### src/rtl/seeprom_pkg.sv
package seeprom_pkg;
  localparam int ADDR_W   = 7;
  localparam int DATA_W   = 8;
  localparam int OP_W     = 2;
  localparam int DEPTH    = 1 << ADDR_W;
  localparam int HDR_BITS = OP_W + ADDR_W;
  localparam int CNT_W    = $clog2(HDR_BITS + 1);

  localparam logic [DATA_W-1:0] ERASED = '1;

  localparam logic [OP_W-1:0] OP_SPECIAL = 2'b00;
  localparam logic [OP_W-1:0] OP_WRITE   = 2'b01;
  localparam logic [OP_W-1:0] OP_READ    = 2'b10;
  localparam logic [OP_W-1:0] OP_ERASE   = 2'b11;

  localparam logic [1:0] SUB_LOCK   = 2'b00;
  localparam logic [1:0] SUB_FILL   = 2'b01;
  localparam logic [1:0] SUB_WIPE   = 2'b10;
  localparam logic [1:0] SUB_UNLOCK = 2'b11;

  typedef enum logic [2:0] {
    ST_IDLE, ST_HUNT, ST_HDR, ST_DATA, ST_READ, ST_DONE
  } state_e;

  typedef struct packed {
    logic              loadRead;
    logic              shiftRead;
    logic              progOne;
    logic              progAll;
    logic [ADDR_W-1:0] addr;
    logic [DATA_W-1:0] value;
  } strobe_t;
endpackage

### src/rtl/seeprom_ctrl.sv
module seeprom_ctrl
  import seeprom_pkg::*;
(
  input  logic    clk,
  input  logic    rstN,
  input  logic    csActive,
  input  logic    sckLevel,
  input  logic    dataBit,
  input  logic    busy,
  output strobe_t strb,
  output logic    readMode
);
  localparam logic [CNT_W-1:0] HDR_LAST = CNT_W'(HDR_BITS - 1);
  localparam logic [CNT_W-1:0] DAT_LAST = CNT_W'(DATA_W - 1);

  state_e              state, stateNext;
  logic                sckPrev, sckRise;
  logic [HDR_BITS-1:0] hdrQ, hdrNext, hdrFull;
  logic [DATA_W-1:0]   datQ, datNext, datFull;
  logic [CNT_W-1:0]    cntQ, cntNext;
  logic                wenQ, wenNext;
  logic [OP_W-1:0]     newOp, heldOp;
  logic [ADDR_W-1:0]   newAddr;
  logic [1:0]          newSub;

  assign sckRise = sckLevel & ~sckPrev;
  assign hdrFull = {hdrQ[HDR_BITS-2:0], dataBit};
  assign datFull = {datQ[DATA_W-2:0], dataBit};
  assign newOp   = hdrFull[HDR_BITS-1 -: OP_W];
  assign newAddr = hdrFull[ADDR_W-1:0];
  assign newSub  = newAddr[ADDR_W-1 -: 2];
  assign heldOp  = hdrQ[HDR_BITS-1 -: OP_W];

  always_comb begin
    stateNext      = state;
    hdrNext        = hdrQ;
    datNext        = datQ;
    cntNext        = cntQ;
    wenNext        = wenQ;
    strb           = '0;
    strb.addr      = hdrQ[ADDR_W-1:0];
    strb.value     = ERASED;
    if (!csActive) begin
      stateNext = ST_IDLE;
    end else begin
      unique case (state)
        ST_IDLE: stateNext = ST_HUNT;
        ST_HUNT: begin
          if (sckRise && dataBit && !busy) begin
            stateNext = ST_HDR;
            cntNext   = '0;
          end
        end
        ST_HDR: begin
          if (sckRise) begin
            hdrNext = hdrFull;
            cntNext = cntQ + 1'b1;
            if (cntQ == HDR_LAST) begin
              cntNext   = '0;
              stateNext = ST_DONE;
              strb.addr = newAddr;
              unique case (newOp)
                OP_READ: begin
                  strb.loadRead = 1'b1;
                  stateNext     = ST_READ;
                end
                OP_WRITE: stateNext = ST_DATA;
                OP_ERASE: strb.progOne = wenQ;
                default: begin
                  unique case (newSub)
                    SUB_UNLOCK: wenNext = 1'b1;
                    SUB_LOCK:   wenNext = 1'b0;
                    SUB_WIPE:   strb.progAll = wenQ;
                    default:    stateNext = ST_DATA;
                  endcase
                end
              endcase
            end
          end
        end
        ST_DATA: begin
          if (sckRise) begin
            datNext = datFull;
            cntNext = cntQ + 1'b1;
            if (cntQ == DAT_LAST) begin
              stateNext  = ST_DONE;
              strb.value = datFull;
              if (heldOp == OP_WRITE) strb.progOne = wenQ;
              else                    strb.progAll = wenQ;
            end
          end
        end
        ST_READ: strb.shiftRead = sckRise;
        default: stateNext = ST_DONE;
      endcase
    end
  end

  always_ff @(posedge clk or negedge rstN) begin
    if (!rstN) begin
      state   <= ST_IDLE;
      sckPrev <= 1'b0;
      hdrQ    <= '0;
      datQ    <= '0;
      cntQ    <= '0;
      wenQ    <= 1'b0;
    end else begin
      state   <= stateNext;
      sckPrev <= sckLevel;
      hdrQ    <= hdrNext;
      datQ    <= datNext;
      cntQ    <= cntNext;
      wenQ    <= wenNext;
    end
  end

  assign readMode = (state == ST_READ);

  a_r11_deselect_idles: assert property (@(posedge clk) disable iff (!rstN)
    !csActive |=> state == ST_IDLE);
  a_r8_locked_no_prog: assert property (@(posedge clk) disable iff (!rstN)
    (strb.progOne || strb.progAll) |-> wenQ);
  a_r10_busy_blocks_start: assert property (@(posedge clk) disable iff (!rstN)
    (state == ST_HUNT && busy) |=> state != ST_HDR);
  a_r3_shift_only_reading: assert property (@(posedge clk) disable iff (!rstN)
    strb.shiftRead |-> readMode);
endmodule

### config.mk
export PLATFORM = sky130hd
export DESIGN_NAME = seeprom_ctrl
export DESIGN_NICKNAME = d
export VERILOG_FILES = /design/src/rtl/seeprom_pkg.sv /design/src/rtl/seeprom_ctrl.sv
export SDC_FILE = /design/constraint.sdc
export NUM_CORES = 1
export LEC_CHECK = 0
export ABC_AREA = 1
export BUFFER_PORTS_ARGS = -buffer_cell sky130_fd_sc_hd__buf_4
export CAP_MARGIN = 25
export CORE_MARGIN = 2
export CORE_UTILIZATION = 35
export CTS_CLUSTER_SIZE = 28
export DETAILED_ROUTE_END_ITERATION = 6
export HOLD_SLACK_MARGIN = 0.08
export MAX_ROUTING_LAYER = met4
export SLEW_MARGIN = 20
export SYNTH_ARGS = -nofsm -noshare
export SYNTH_HDL_FRONTEND = slang
export SYNTH_SLANG_ARGS = --single-unit
### constraint.sdc
create_clock -name clk -period 2 [get_ports clk]
set_input_delay 0.4 -clock clk [delete_from_list [all_inputs] [get_ports clk]]
set_output_delay 0.4 -clock clk [all_outputs]
set_load 0.005 [all_outputs]
==> qor.yml <==
status:
  status: "complete, but fails checks"
  failed_checks: "negative setup slack"
final_layout:
  multiInputGateArea_sq_um: 908
  drive_gt1_frac: 0.367
  layout_commonest_cell: "buf_4"
  nets: 276
  final_cell_mix: "52 x buf_4, 45 x nand2_1, 23 x inv_1, 23 x nor2_1, 21 x dfrtp_1"
  final_cell_area_sq_um: 2200
  nFillCells: 435
  seqCellArea_sq_um: 631
  diodes: 0
  area_delta_synth_final_pct: 42.8
  fin_cells: 316
routing:
  drc: 0
  vias: 1553
  drtIter0Drc: 84
  dr.pass1.iters: 5
  viasPerCell: 4.91
  drtAntennaViolNets: 0
  drt-total-wl_um: 3990
  wl_per_cell_um: 12.6
sta:
  fin_tns_setup_ps: -21.2
  fin_ws_ps: -14.3
  finalClockSkew_ps: 7.17
  finalSetupViolCount: 2
  period_share: 1.01
  tightest_slew_ps: 355
  hold_viol: 0
  slew_viol_final: 0
  slew-limit-headroom: 0.761
  min_period_ps: 2010
  fmaxAchievable_ghz: 0.496
  rsz0062_at_grt: "true"
setup_path:
  crit_required_ps: 1600
  path_max_fanout: 14
  start_kind: "flop"
  crit_path_end_kind: "primary output"
  worstSetupPathType: "flop to primary output"
  cp_data_arrival_time_ps: 1610
cts:
  clkSlewWorstSetupHoldPaths_ps: 90
  insertion_delay_ps: 280
  cts_root_buffer: "clkbuf_8"
  cts_made_buffers: 3
  cts_buffer_depth: 2
  htreeDepth: 1
  cts_tree: "yes"
  cts_sinks: 25
floorplanning:
  num_rows: 24
  ioPinCount: 26
  start_util: 0.359
  die-area_sq_um: 4950
  die_height_um: 70.4
  die_width_um: 70.4
  fp.coreArea_sq_um: 4290
worst_hold_path:
  hold_class: "input pin to flop"
place:
  gp_congestion: 0.839
  post_dp_cell_area_sq_um: 1830
  dp_cells: 288
  dp_hpwl_um: 2650
  port_buffers: 25
pwr:
  power_density_nw_per_um2: 1070
  p_leak_nw: 1.08
  max-vdd-ir-drop_mv: 0.512
global_routing:
  busiest_layer: "met2"
  use_met2: 0.280
  use_met3: 0.0332
  grt_max_degree: 26
  met1_usage: 0.215
  track_usage: 0.170
  grt_first_pass_wirelength_um: 6530
  gr-total-overflow: 0
  antenna_found_initial: 0
  grt_pass1_vias: 1443
synth:
  ys_seq_elements: 25
  syn_area_sq_um: 1540
  yosysSeqAreaShare: 0.406
  ys.warnings.count: 0
  syn-mean-instance-area_sq_um: 7.45
  synth_nets: 218
  ys_types: 24
  syn_inst: 207
job:
  drv_cap: 0
[logic make-up (layout without fill, tap and decap cells)]
group	Yosys count	count (layout)	synth area share
adders and majority gates	5	5	0.0406
buffers and inverters	35	91	0.0933
xor gates and xnor gates	2	2	0.0114
and+or+nand+nor	104	105	0.326
AOI/OAI and AO/OA	36	36	0.123
DFF	25	25	0.406
[power breakdown]
group | internal [W] | leakage (nW) | switching [W]
Combinational | 0.000518 | 0.766 | 0.000639
Sequential | 0.000708 | 0.293 | 0.000169
Clock | 0.000140 | 0.0255 | 0.000173
[critical path, stage by stage (launching register included)]
cell	delay [ps]
dfrtp_2	450
buf_4	170
nor2_4	120
nand2_2	180
nor2_1	190
nand2_1	90
buf_4	140
[timing repair]
item,4_1_cts,5_1_grt
hold buffers,1,0
resized for setup,23,17
setup endpoints to repair,18,18
buffers inserted,14,8
gates cloned,1,0
pin swaps,9,7
endpoints found under the hold margin,25,0
[registers in the layout (all words and copies together), names as in the netlist]
name	flops
sckPrev	1
cntQ	4
wenQ	1
datQ	7
state	3
hdrQ	9
[worst paths after layout]
kind | start | to | slack [ps] | cells after the start
worst max-delay path | state[2] | strb[6] | -10 | 6
worst min-delay path | sckLevel | sckPrev | 260 | 1
worst max register to register | state[0] | state[0] | 420 | 8
worst min register to register | wenQ | wenQ | 490 | 2
max in group asynchronous | rstN | cntQ[0] | 1170 | 2
min in group asynchronous | rstN | datQ[3] | 550 | 2
[cells in the mapped netlist]
| master | count | area (sq um) |
|---|---|---|
| nand3_1 | 18 | 90.1 |
| nor2_4 | 1 | 11.3 |
| inv_2 | 2 | 7.51 |
| nor2_1 | 26 | 97.6 |
| nand2_1 | 47 | 176 |
| xor2_1 | 2 | 17.5 |
| nor4_1 | 1 | 6.26 |
| dfrtp_1 | 25 | 626 |
| nor2_8 | 2 | 40.0 |
| buf_6 | 1 | 11.3 |
| nand4_2 | 1 | 12.5 |
| nand3_4 | 1 | 17.5 |
| inv_1 | 29 | 109 |
| nand2_2 | 1 | 6.26 |
| nor3_1 | 2 | 10.0 |
| buf_2 | 2 | 10.0 |
| a21oi_1 | 10 | 50.1 |
| o21ai_0 | 15 | 75.1 |
| nor3_4 | 1 | 16.3 |
| o22ai_1 | 7 | 43.8 |
| inv_4 | 1 | 6.26 |
| o21ai_1 | 4 | 20.0 |
| nand4_1 | 3 | 18.8 |
| ha_1 | 5 | 62.6 |
[final cells by class]
class	count	area share
multi-input cells	148	0.413
flip-flops and latches	25	0.287
repair buffers	55	0.192
inverters	32	0.0580
well taps	52	0.0296
clock buffers	3	0.0188
clock inverters	1	0.00227
[per-layer routing]
layer,vias up,wire (um)
met3,8,231
met4,0,63
li1,790,-
met2,42,1860
met5,-,0
met1,713,1830
[metrics by stage]
stage	hold WS (ps)	total power (W)	util	worst slack, ps
final	257	0.00235	0.513	-14.3
after floorplan	104	0.00146	-	338
after CTS	248	0.00225	0.487	-24.4
after global placement	329	0.00176	0.425	78.1
after global routing	243	0.00256	0.513	-87.1
after detailed placement	331	0.00177	0.425	93.1
Power figures use the tool's default switching activity.
